<file path="config.mk">
export PLATFORM = sky130hd
export DESIGN_NAME = ser_demux
export DESIGN_NICKNAME = d
export VERILOG_FILES = /design/src/rtl/dmx_pkg.sv /design/src/rtl/dmx_src_sel.sv /design/src/rtl/dmx_shifter.sv /design/src/rtl/dmx_word_reg.sv /design/src/rtl/dmx_out_stage.sv /design/src/rtl/ser_demux.sv
export SDC_FILE = /design/constraint.sdc
export NUM_CORES = 1
export LEC_CHECK = 0
export ABC_AREA = 1
export CORE_MARGIN = 2
export CORE_UTILIZATION = 35
export DETAILED_ROUTE_END_ITERATION = 8
export HOLD_SLACK_MARGIN = 0.02
export REMOVE_ABC_BUFFERS = 1
export SETUP_SLACK_MARGIN = 0.05
export SYNTH_ARGS = -nofsm -noshare
export SYNTH_HDL_FRONTEND = slang
export SYNTH_SLANG_ARGS = --single-unit
</file>
<file path="constraint.sdc">
create_clock -name clk -period 1.9 [get_ports clk]
set_clock_uncertainty 0.1 [all_clocks]
set_input_delay 0.285 -clock clk [delete_from_list [all_inputs] [get_ports clk]]
set_output_delay 0.285 -clock clk [all_outputs]
set_load 0.01 [all_outputs]
</file>
<file path="src/rtl/dmx_pkg.sv">
package dmx_pkg;

  localparam int LANES     = 16;
  localparam int CNT_W     = $clog2(LANES + 1);
  localparam int QUAD_BASE = 6;

  typedef enum logic [1:0] {
    RATIO_4  = 2'b00,
    RATIO_8  = 2'b01,
    RATIO_10 = 2'b10,
    RATIO_16 = 2'b11
  } ratio_e;

  function automatic logic [CNT_W-1:0] ratio_len(ratio_e r);
    case (r)
      RATIO_4:  return CNT_W'(4);
      RATIO_8:  return CNT_W'(8);
      RATIO_10: return CNT_W'(10);
      default:  return CNT_W'(16);
    endcase
  endfunction

  function automatic int unsigned lane_base(ratio_e r);
    return (r == RATIO_4) ? QUAD_BASE : 0;
  endfunction

  function automatic logic [LANES-1:0] low_mask(logic [CNT_W-1:0] n);
    logic [LANES-1:0] m;
    for (int i = 0; i < LANES; i++) m[i] = (i < int'(n));
    return m;
  endfunction

  function automatic logic [LANES-1:0] used_mask(ratio_e r);
    return low_mask(ratio_len(r)) << lane_base(r);
  endfunction

  function automatic logic [LANES-1:0] place_word(logic [LANES-1:0] sr, ratio_e r);
    return (sr & low_mask(ratio_len(r))) << lane_base(r);
  endfunction

  function automatic logic word_parity(logic [LANES-1:0] sr, ratio_e r);
    return ^(sr & low_mask(ratio_len(r)));
  endfunction

  function automatic logic [LANES-1:0] flip_lanes(logic [LANES-1:0] w);
    logic [LANES-1:0] f;
    for (int i = 0; i < LANES; i++) f[i] = w[LANES-1-i];
    return f;
  endfunction

endpackage

</file>
<file path="src/rtl/dmx_src_sel.sv">
module dmx_src_sel (
  input  logic rec_bit_i,
  input  logic rec_en_i,
  input  logic lpb_bit_i,
  input  logic lpb_en_i,
  input  logic loop_in_n_i,
  input  logic ser_inv_i,
  output logic bit_o,
  output logic en_o
);
  logic use_loop;

  assign use_loop = !loop_in_n_i;
  assign en_o     = use_loop ? lpb_en_i : rec_en_i;
  assign bit_o    = (use_loop ? lpb_bit_i : rec_bit_i) ^ ser_inv_i;
endmodule

</file>
<file path="src/rtl/dmx_shifter.sv">
module dmx_shifter
  import dmx_pkg::*;
(
  input  logic             clk,
  input  logic             rst_n,
  input  logic             bit_i,
  input  logic             en_i,
  input  ratio_e           ratio_i,
  output logic             word_done_o,
  output logic [LANES-1:0] sr_next_o,
  output ratio_e           ratio_q_o
);
  logic [CNT_W-1:0] cnt;
  logic [LANES-1:0] sr;
  ratio_e           ratio_q;
  logic             ratio_chg;
  logic             last_bit;

  assign ratio_chg   = (ratio_i != ratio_q);
  assign last_bit    = (cnt == ratio_len(ratio_q) - CNT_W'(1));
  assign word_done_o = en_i && !ratio_chg && last_bit;
  assign sr_next_o   = {sr[LANES-2:0], bit_i};
  assign ratio_q_o   = ratio_q;

  always_ff @(posedge clk) begin
    if (!rst_n) begin
      cnt     <= '0;
      sr      <= '0;
      ratio_q <= RATIO_16;
    end else if (ratio_chg) begin
      cnt     <= '0;
      sr      <= '0;
      ratio_q <= ratio_i;
    end else if (en_i) begin
      sr  <= sr_next_o;
      cnt <= word_done_o ? '0 : cnt + CNT_W'(1);
    end
  end

  // a completed word restarts the count
  a_r3_count_wraps: assert property (@(posedge clk) disable iff (!rst_n)
    word_done_o |=> (cnt == '0));

  // the count never reaches the word length
  a_r1_count_bound: assert property (@(posedge clk) disable iff (!rst_n)
    (cnt < ratio_len(ratio_q)));

  // a ratio change restarts collection at the new ratio
  a_r9_change_restarts: assert property (@(posedge clk) disable iff (!rst_n)
    ratio_chg |=> ((cnt == '0) && (ratio_q == $past(ratio_i))));
endmodule

</file>
<file path="src/rtl/dmx_word_reg.sv">
module dmx_word_reg
  import dmx_pkg::*;
(
  input  logic             clk,
  input  logic             rst_n,
  input  logic             load_i,
  input  logic [LANES-1:0] sr_i,
  input  ratio_e           ratio_i,
  output logic [LANES-1:0] word_o,
  output logic [LANES-1:0] mask_o,
  output logic             par_o,
  output logic             stb_o
);
  ratio_e wratio;

  always_ff @(posedge clk) begin
    if (!rst_n) begin
      word_o <= '0;
      par_o  <= 1'b0;
      stb_o  <= 1'b0;
      wratio <= RATIO_16;
    end else begin
      stb_o <= load_i;
      if (load_i) begin
        word_o <= place_word(sr_i, ratio_i);
        par_o  <= word_parity(sr_i, ratio_i);
        wratio <= ratio_i;
      end
    end
  end

  assign mask_o = used_mask(wratio);

  // the strobe lasts a single cycle
  a_r3_strobe_single: assert property (@(posedge clk) disable iff (!rst_n)
    stb_o |=> !stb_o);
endmodule

</file>
<file path="src/rtl/dmx_out_stage.sv">
module dmx_out_stage
  import dmx_pkg::*;
(
  input  logic [LANES-1:0] word_i,
  input  logic [LANES-1:0] mask_i,
  input  logic             par_i,
  input  logic             stb_i,
  input  logic             rev_i,
  input  logic             odd_i,
  input  logic             pinv_i,
  input  logic             cinv_i,
  input  logic             mute_i,
  output logic [LANES-1:0] data_o,
  output logic             parity_o,
  output logic             wclk_o
);
  logic [LANES-1:0] ord_word;
  logic [LANES-1:0] ord_mask;

  assign ord_word = rev_i ? flip_lanes(word_i) : word_i;
  assign ord_mask = rev_i ? flip_lanes(mask_i) : mask_i;
  assign data_o   = mute_i ? '0 : (ord_word ^ (pinv_i ? ord_mask : '0));
  assign parity_o = mute_i ? 1'b0 : (par_i ^ odd_i);
  assign wclk_o   = stb_i ^ cinv_i;
endmodule

</file>
<file path="src/rtl/ser_demux.sv">
module ser_demux
  import dmx_pkg::*;
(
  input  logic        clk,
  input  logic        rst_n,
  input  logic        rec_bit_i,
  input  logic        rec_en_i,
  input  logic        lpb_bit_i,
  input  logic        lpb_en_i,
  input  logic        loop_in_n_i,
  input  logic [1:0]  ratio_sel_i,
  input  logic        bus_rev_i,
  input  logic        odd_par_i,
  input  logic        ser_inv_i,
  input  logic        par_inv_i,
  input  logic        wclk_inv_i,
  input  logic        mute_i,
  output logic [15:0] par_data_o,
  output logic        parity_o,
  output logic        wclk_o
);
  logic             ser_bit;
  logic             ser_en;
  logic             word_done;
  logic [LANES-1:0] sr_next;
  ratio_e           ratio_q;
  logic [LANES-1:0] word_q;
  logic [LANES-1:0] mask_q;
  logic             par_q;
  logic             stb_q;

  dmx_src_sel u_src (
    .rec_bit_i  (rec_bit_i),
    .rec_en_i   (rec_en_i),
    .lpb_bit_i  (lpb_bit_i),
    .lpb_en_i   (lpb_en_i),
    .loop_in_n_i(loop_in_n_i),
    .ser_inv_i  (ser_inv_i),
    .bit_o      (ser_bit),
    .en_o       (ser_en)
  );

  dmx_shifter u_shift (
    .clk        (clk),
    .rst_n      (rst_n),
    .bit_i      (ser_bit),
    .en_i       (ser_en),
    .ratio_i    (ratio_e'(ratio_sel_i)),
    .word_done_o(word_done),
    .sr_next_o  (sr_next),
    .ratio_q_o  (ratio_q)
  );

  dmx_word_reg u_word (
    .clk    (clk),
    .rst_n  (rst_n),
    .load_i (word_done),
    .sr_i   (sr_next),
    .ratio_i(ratio_q),
    .word_o (word_q),
    .mask_o (mask_q),
    .par_o  (par_q),
    .stb_o  (stb_q)
  );

  dmx_out_stage u_out (
    .word_i  (word_q),
    .mask_i  (mask_q),
    .par_i   (par_q),
    .stb_i   (stb_q),
    .rev_i   (bus_rev_i),
    .odd_i   (odd_par_i),
    .pinv_i  (par_inv_i),
    .cinv_i  (wclk_inv_i),
    .mute_i  (mute_i),
    .data_o  (par_data_o),
    .parity_o(parity_o),
    .wclk_o  (wclk_o)
  );

  // every used-lane count is even, so inversion and mirroring keep the parity relation
  a_r5_parity_match: assert property (@(posedge clk) disable iff (!rst_n)
    !mute_i |-> (((^par_data_o) ^ parity_o) == odd_par_i));

  // mute holds data and parity low
  a_r8_mute_quiet: assert property (@(posedge clk) disable iff (!rst_n)
    mute_i |-> ((par_data_o == '0) && !parity_o));
endmodule

</file>
==> results of run 1 <==
-- cells in the mapped netlist, drive strengths merged --
library cell and count:
nor3 4, nand2 128, o21ai 40, nor2 29, nand3b 3, ha 6
dfxtp 42, buf 11, inv 45, nand3 41, clkbuf 9, nand4 5
o211ai 2, nor3b 10, or2 1, xnor2 9, clkinv 1, a21oi 29
xor2 9
-- what timing repair did --
item | 4_1_cts | 5_1_grt
gates cloned | 1 | 4
setup buffers | 1 | 0
resized for setup | 89 | 79
pin swaps | 2 | 11
endpoints found under the setup margin | 32 | 40
-- per-layer routing --
metal | global-route usage (%) | vias up | wire length [um]
met1 | 20.1 | 1266 | 3070
met4 | 4.55 | 0 | 40
met3 | 1.91 | 6 | 196
met5 | 0 | - | 0
li1 | - | 1472 | -
met2 | 27.0 | 37 | 3430
-- worst max-delay path, delay by kind of cell (launching register included) --
kind | cells | cell delay (ps)
and+or+nand+nor | 3 | 500
DFF | 1 | 410
buffers and inverters | 2 | 250
AOI/OAI and AO/OA | 2 | 220
adders and majority gates | 1 | 180
xor gates and xnor gates | 1 | 70
-- flip-flops by register name (all words and copies together) (netlist names) --
register and cells:
u_shift.sr 15, u_word.wratio 2, u_shift.cnt 5, u_word.par_o 1, u_shift.ratio_q_o 2, u_word.stb_o 1, u_word.word_o 16
-- area by class of cell --
type	instances	area [um^2]	share of cell area (%)
multi-input cells	316	1790	49.4
flip-flops and latches	42	856	23.6
repair buffers	69	588	16.2
inverters	46	181	5.00
well taps	99	124	3.41
clock buffers	5	68.8	1.90
clock inverters	2	10.0	0.276
repair inverters	1	7.51	0.207
-- power breakdown --
group	leakage [nW]	switching [mW]	internal (mW)	total [mW]
Sequential	0.339	0.00948	0.880	0.889
Combinational	1.14	0.179	0.147	0.326
Clock	0.0438	0.308	0.247	0.555
Total	1.52	0.496	1.27	1.77
-- cells in the final DEF (no fill, tap or decap), types with 3 or more instances in the layout --
master | synthesis | routed
nand2_1 | 128 | 121
nand3_1 | 40 | 39
inv_1 | 44 | 38
dfxtp_1 | 42 | 38
a21oi_1 | 29 | 26
buf_4 | 1 | 26
nor2_1 | 28 | 18
o21ai_0 | 36 | 17
o21ai_1 | 3 | 13
clkdlybuf4s50_1 | 0 | 13
buf_2 | 8 | 13
nor3b_2 | 0 | 9
xor2_1 | 9 | 9
o21ai_2 | 1 | 8
xnor2_1 | 8 | 8
buf_6 | 1 | 8
nor2_2 | 0 | 7
nand2_2 | 0 | 7
nand4_1 | 5 | 5
clkbuf_8 | 0 | 5
inv_2 | 1 | 4
nor2_4 | 1 | 4
clkbuf_2 | 0 | 4
dfxtp_4 | 0 | 4
a21oi_2 | 0 | 3
nand3b_1 | 3 | 3
ha_4 | 0 | 3
-- stage by stage --
| stage | utilization [%] | instance area (um^2) | setup WS [ps] | hold WS [ps] |
|---|---|---|---|---|
| finish | 49.5 | 3630 | 52.9 | 379 |
| CTS | 45.8 | 3360 | 15.1 | 382 |
| floorplan | - | 2580 | -281 | 254 |
| global placement | 44.8 | 3280 | -593 | 355 |
| global route | 49.5 | 3630 | -72.2 | 405 |
| detailed placement | 44.8 | 3280 | -633 | 364 |
-- worst max-delay path by stage --
stage,cells past startpoint,start,to,slack (ps)
3_5_place_dp,8,bus_rev_i,par_data_o[4],-630
4_1_cts,7,bus_rev_i,par_data_o[4],20
2_1_floorplan,8,u_shift.ratio_q_o[0],u_word.par_o,-280
3_3_place_gp,8,bus_rev_i,par_data_o[0],-590
6_report,9,u_shift.ratio_q_o[0],u_word.word_o[7],50
5_1_grt,11,u_shift.ratio_q_o[0],u_word.par_o,-70
-- kinds of logic after synthesis --
kind of cell / share of synthesized area [%]
AND/OR/NAND/NOR: 36.1
AO/OA/AOI/OAI: 13.6
buffers and inverters: 10.0
flip-flops: 31.4
XOR/XNOR: 6.16
adder cells (fa/ha/maj): 2.80
==> metrics, run 1 <==
outcome complete, no violations; Antenna Nets Post-Route 0; Leak roughly 1.5 nW; Routed WL between 6 and 7 mm; vias in the first global route ~2500; P per Cell Area just under 500 mW/mm^2; critical path class reg2reg; Avg Inst Size Synth 6.32 um^2; Area contributors post-synth dfxtp_1 31%, nand2_1 18%, nand3_1 7.5%; H-tree levels 2; initial antenna violation count 0; synth warn 0; top cell type's share of synthesized area between 30% and 40%; GP Congestion between 0.8 and 0.9; Port Buffers 32; CP endpoint kind flip-flop; pin count of the biggest net entering global routing 30; Max-Cap Viols 0; Num CTS Buffers 5; min Tclk post-route roughly 1800 ps; period utilisation layout between 90% and 100%; Worst-Margin Slew 345 ps; first-pass GRT wire length approximately 11 mm; die area between 0.008 and 0.009 mm^2; Die Ht between 90 and 100 um; wire per inst ~12 um; flops & latches, synth 42; All-Layer GR Usage ~16%; CTS tree yes; fin nets between 500 and 600; reg2reg start u_shift.ratio_q_o[0]; clock sink total between 40 and 50; Die Span X approximately 90 um; First DRT Iteration DRCs 71; Crit Path Max Fanout 8; Setup Viol. Count Final 0; CP cell instances inv_4, ha_4, nor2_4, xnor2_1, nor3_2, nand3_4, buf_12, o21ai_0, a21oi_1; layout cell share with drive strength beyond 1 about a quarter; Worst Path Required 1990 ps; sequential share of the synthesized area a little under a third; area growth from synthesis to layout 35.4%; final hold vios 0; GRT overflow 0; Longest Clk Path Bufs 2; latest clock arrival within the worst-skew pair ~300 ps; Final Max Slew Viols 0; RSZ-0062 raised after global routing true; FF-to-FF End u_word.word_o[7]; via count 2781; Post-Syn Area between 0.002 and 0.003 mm^2; count of different cell masters after synthesis 29; worst rel slew slack between 70% and 80%; vias per cell roughly 4.8; post-route total power approximately 1.8 mW; Min-Delay Path Class reg2reg; Finished Layout Cells a little under 600; Syn Inst Count around 420; hold path depth 2; Clock Pin Slew Worst Setup and Hold Paths ~80 ps; I/O pin total 33; CP startpoint kind flip-flop; placed cells approximately 570; HP Start u_word.word_o[7]; final setup TNS 0 ps; hold path endpoint u_word.word_o[7]; hpwl dp between 4 and 5 mm; FF-to-FF path depth 9; worst vdd ir about 0.28 mV; minimum setup slack among reg-to-reg paths 50 ps; FMAX 541 MHz; row count 31; DRC Markers 0; quantity of hold-fixing buffers added after cts 0; Starting Density a little over a third; CTS root buf clkbuf_8; core area between 0.007 and 0.008 mm^2; # diodes 0; Pre-antenna DRT Iters 4; CP max-delay cell dfxtp_4; Worst EP arrival 1930 ps; Synth area leader dfxtp_1; Slowest Stage Delay on Critical Path 410 ps; fill count 740
Note: power is estimated with default switching activity, not from simulation.
==> inputs of run 2 (changes only) <==
CORE_UTILIZATION = 50   (was 35)
PLACE_DENSITY = 0.76   (was not set)
==> run 2 against run 1 <==
The run now ends with setup timing left. Sequential share of layout area fell by 0.27 points. Cell area rose by 1.1%. Critical path depth fell by 3. Critical endpoint is now par_data_o[1]. Largest power group unchanged.
==> metrics, run 2 (synthesis gave the netlist of run 1 again) <==
outcome finished, violations left (was complete, no violations); failing checks setup timing; Min-Delay Path Class reg2reg (unchanged); I/O pin total 33 (unchanged); period utilisation layout 100% (was 97.2%); CP endpoint kind output port (was flip-flop); via count 2855 (was 2781); clock sink total 42 (unchanged); core area 0.00514 mm^2 (was 0.00733 mm^2); Biggest register u_word.word_o (unchanged); FMAX 526 MHz (was 541 MHz); min Tclk post-route 1900 ps (was 1850 ps); Crit Path Max Fanout 6 (was 8); hpwl dp 4.70 mm (was 4.78 mm); H-tree levels 2 (unchanged); Port Buffers 32 (unchanged); hold path endpoint u_word.word_o[4] (was u_word.word_o[7]); hold path depth 2 (unchanged); Antenna Nets Post-Route 0 (unchanged); fin nets 501 (was 502); first-pass GRT wire length 11.2 mm (was 10.9 mm); layout cell share with drive strength beyond 1 28.5% (was 25.8%); setup slack after layout -1.80 ps (was 52.9 ps); Clock Pin Slew Worst Setup and Hold Paths 80 ps (about the same); Leak 1.54 nW (was 1.52 nW); CP startpoint u_word.wratio[0] (was u_shift.ratio_q_o[0]); CP cell instances o21ai_4, nor2_4, buf_6, nor2_1, nor3b_2, buf_2 (was inv_4, ha_4, nor2_4, xnor2_1, nor3_2, nand3_4, buf_12, o21ai_0, a21oi_1); Starting Density 52.2% (was 36.6%); RSZ-0062 raised after global routing true (unchanged); CTS tree yes (unchanged); Place WS -534 ps (was -633 ps); First DRT Iteration DRCs 183 (was 71); latest clock arrival within the worst-skew pair 300 ps (about the same); Worst-Margin Slew 345 ps (about the same); Die Span X 77.2 um (was 91.5 um); row count 26 (was 31); Final Max Slew Viols 0 (unchanged); Routed WL 6.94 mm (was 6.74 mm); Die Ht 77.2 um (was 91.5 um); commonest non-fill, non-tap cell in the layout nand2_1 (unchanged); GP Congestion 0.870 (was 0.814); Worst EP arrival 1520 ps (was 1930 ps); minimum setup slack among reg-to-reg paths 50 ps (about the same); Pre-antenna DRT Iters 4 (unchanged); Slowest Stage Delay on Critical Path 400 ps (was 410 ps); Worst Path Required 1510 ps (was 1990 ps); area growth from synthesis to layout 36.9% (was 35.4%); # diodes 0 (unchanged); Placed Area 0.00324 mm^2 (was 0.00328 mm^2); largest registers u_word.word_o (16), u_shift.sr (15), u_shift.cnt (5) (unchanged); FF-to-FF End u_word.par_o (was u_word.word_o[7]); vias in the first global route 2604 (was 2472); initial antenna violation count 0 (unchanged); commonest cells after routing, fill and taps aside 115 x nand2_1, 39 x inv_1, 38 x dfxtp_1, 33 x nand3_1, 26 x buf_4 (was 121 x nand2_1, 39 x nand3_1, 38 x inv_1, 38 x dfxtp_1); Num CTS Buffers 5 (unchanged); CTS root buf clkbuf_8 (unchanged); Setup Viol. Count Final 1 (was 0); pin count of the biggest net entering global routing 30 (unchanged); post-route total power 1.82 mW (was 1.77 mW); final hold vios 0 (unchanged); Longest Clk Path Bufs 2 (unchanged); FF-to-FF path depth 10 (was 9); Largest register FFs 16 (unchanged); All-Layer GR Usage 22.6% (was 15.5%); reg2reg start u_shift.ratio_q_o[1] (was u_shift.ratio_q_o[0]); worst vdd ir 0.373 mV (was 0.278 mV); Final Cell Area 0.00367 mm^2 (was 0.00363 mm^2); vias per cell 5.18 (was 4.79); worst rel slew slack 76.8% (about the same); HP Start u_word.word_o[4] (was u_word.word_o[7]); wire per inst 12.6 um (was 11.6 um); Max-Cap Viols 0 (unchanged); CP startpoint kind flip-flop (unchanged); critical path class reg2out (was reg2reg); DRC Markers 0 (unchanged); quantity of hold-fixing buffers added after cts 0 (unchanged); CP max-delay cell dfxtp_4 (unchanged); P per Cell Area 497 mW/mm^2 (was 488 mW/mm^2); die area 0.00596 mm^2 (was 0.00838 mm^2); GRT overflow 0 (unchanged)
run 2: metal layers:
layer | vias to the layer above | wire length (um) | global-route usage [%]
met5 | - | 0 | 0
met4 | 0 | 163 | 8.93
met3 | 15 | 265 | 4.71
met2 | 67 | 3670 | 40.9
met1 | 1294 | 2840 | 25.8
li1 | 1479 | - | -
run 2: where the power goes:
group / total, mW / internal (mW) / switching [mW]
logic: 0.334 / 0.149 / 0.185
registers: 0.890 / 0.880 / 0.00996
clock network: 0.600 / 0.292 / 0.308
total: 1.82 / 1.32 / 0.503
run 2: layout make-up:
| class | instances | area (um^2) |
|---|---|---|
| multi-input cells | 316 | 1870 |
| repair buffers | 69 | 586 |
| inverters | 46 | 175 |
| flip-flops and latches | 42 | 856 |
| well taps | 70 | 87.6 |
| clock buffers | 6 | 82.6 |
| fillers | 433 | 1470 |
| clock inverters | 2 | 12.5 |
run 2: how the worst max path moves through the flow:
stage,endpoint,slack [ps]
floorplan,u_word.par_o,-280
global placement,par_data_o[11],-520
detailed placement,par_data_o[5],-530
CTS,par_data_o[2],30
global route,par_data_o[1],-70
finish,par_data_o[1],-2
run 2: per-stage QoR:
| step | util (%) | instances | hold WS, ps | TNS, ps |
|---|---|---|---|---|
| floorplan | - | 404 | 254 | -4780 |
| global placement | 63.0 | 535 | 354 | -9260 |
| detailed placement | 63.0 | 535 | 360 | -10510 |
| CTS | 65.3 | 547 | 372 | 0 |
| global route | 71.4 | 551 | 393 | -606 |
| finish | 71.4 | 551 | 375 | -1.80 |
run 2: critical path: cells and delay by family, from the launching register on:
family / cells / cell delay (ps)
flip-flops: 1 / 400
AND/OR/NAND/NOR: 3 / 410
AO/OA/AOI/OAI: 1 / 90
buffers and inverters: 2 / 310
run 2: what timing repair did:
action / CTS / global route
gates resized for setup: 88 / 93
setup buffers: 2 / 2
pin swaps: 9 / 14
gates cloned: 2 / 2
endpoints found under the setup margin: 38 / 40
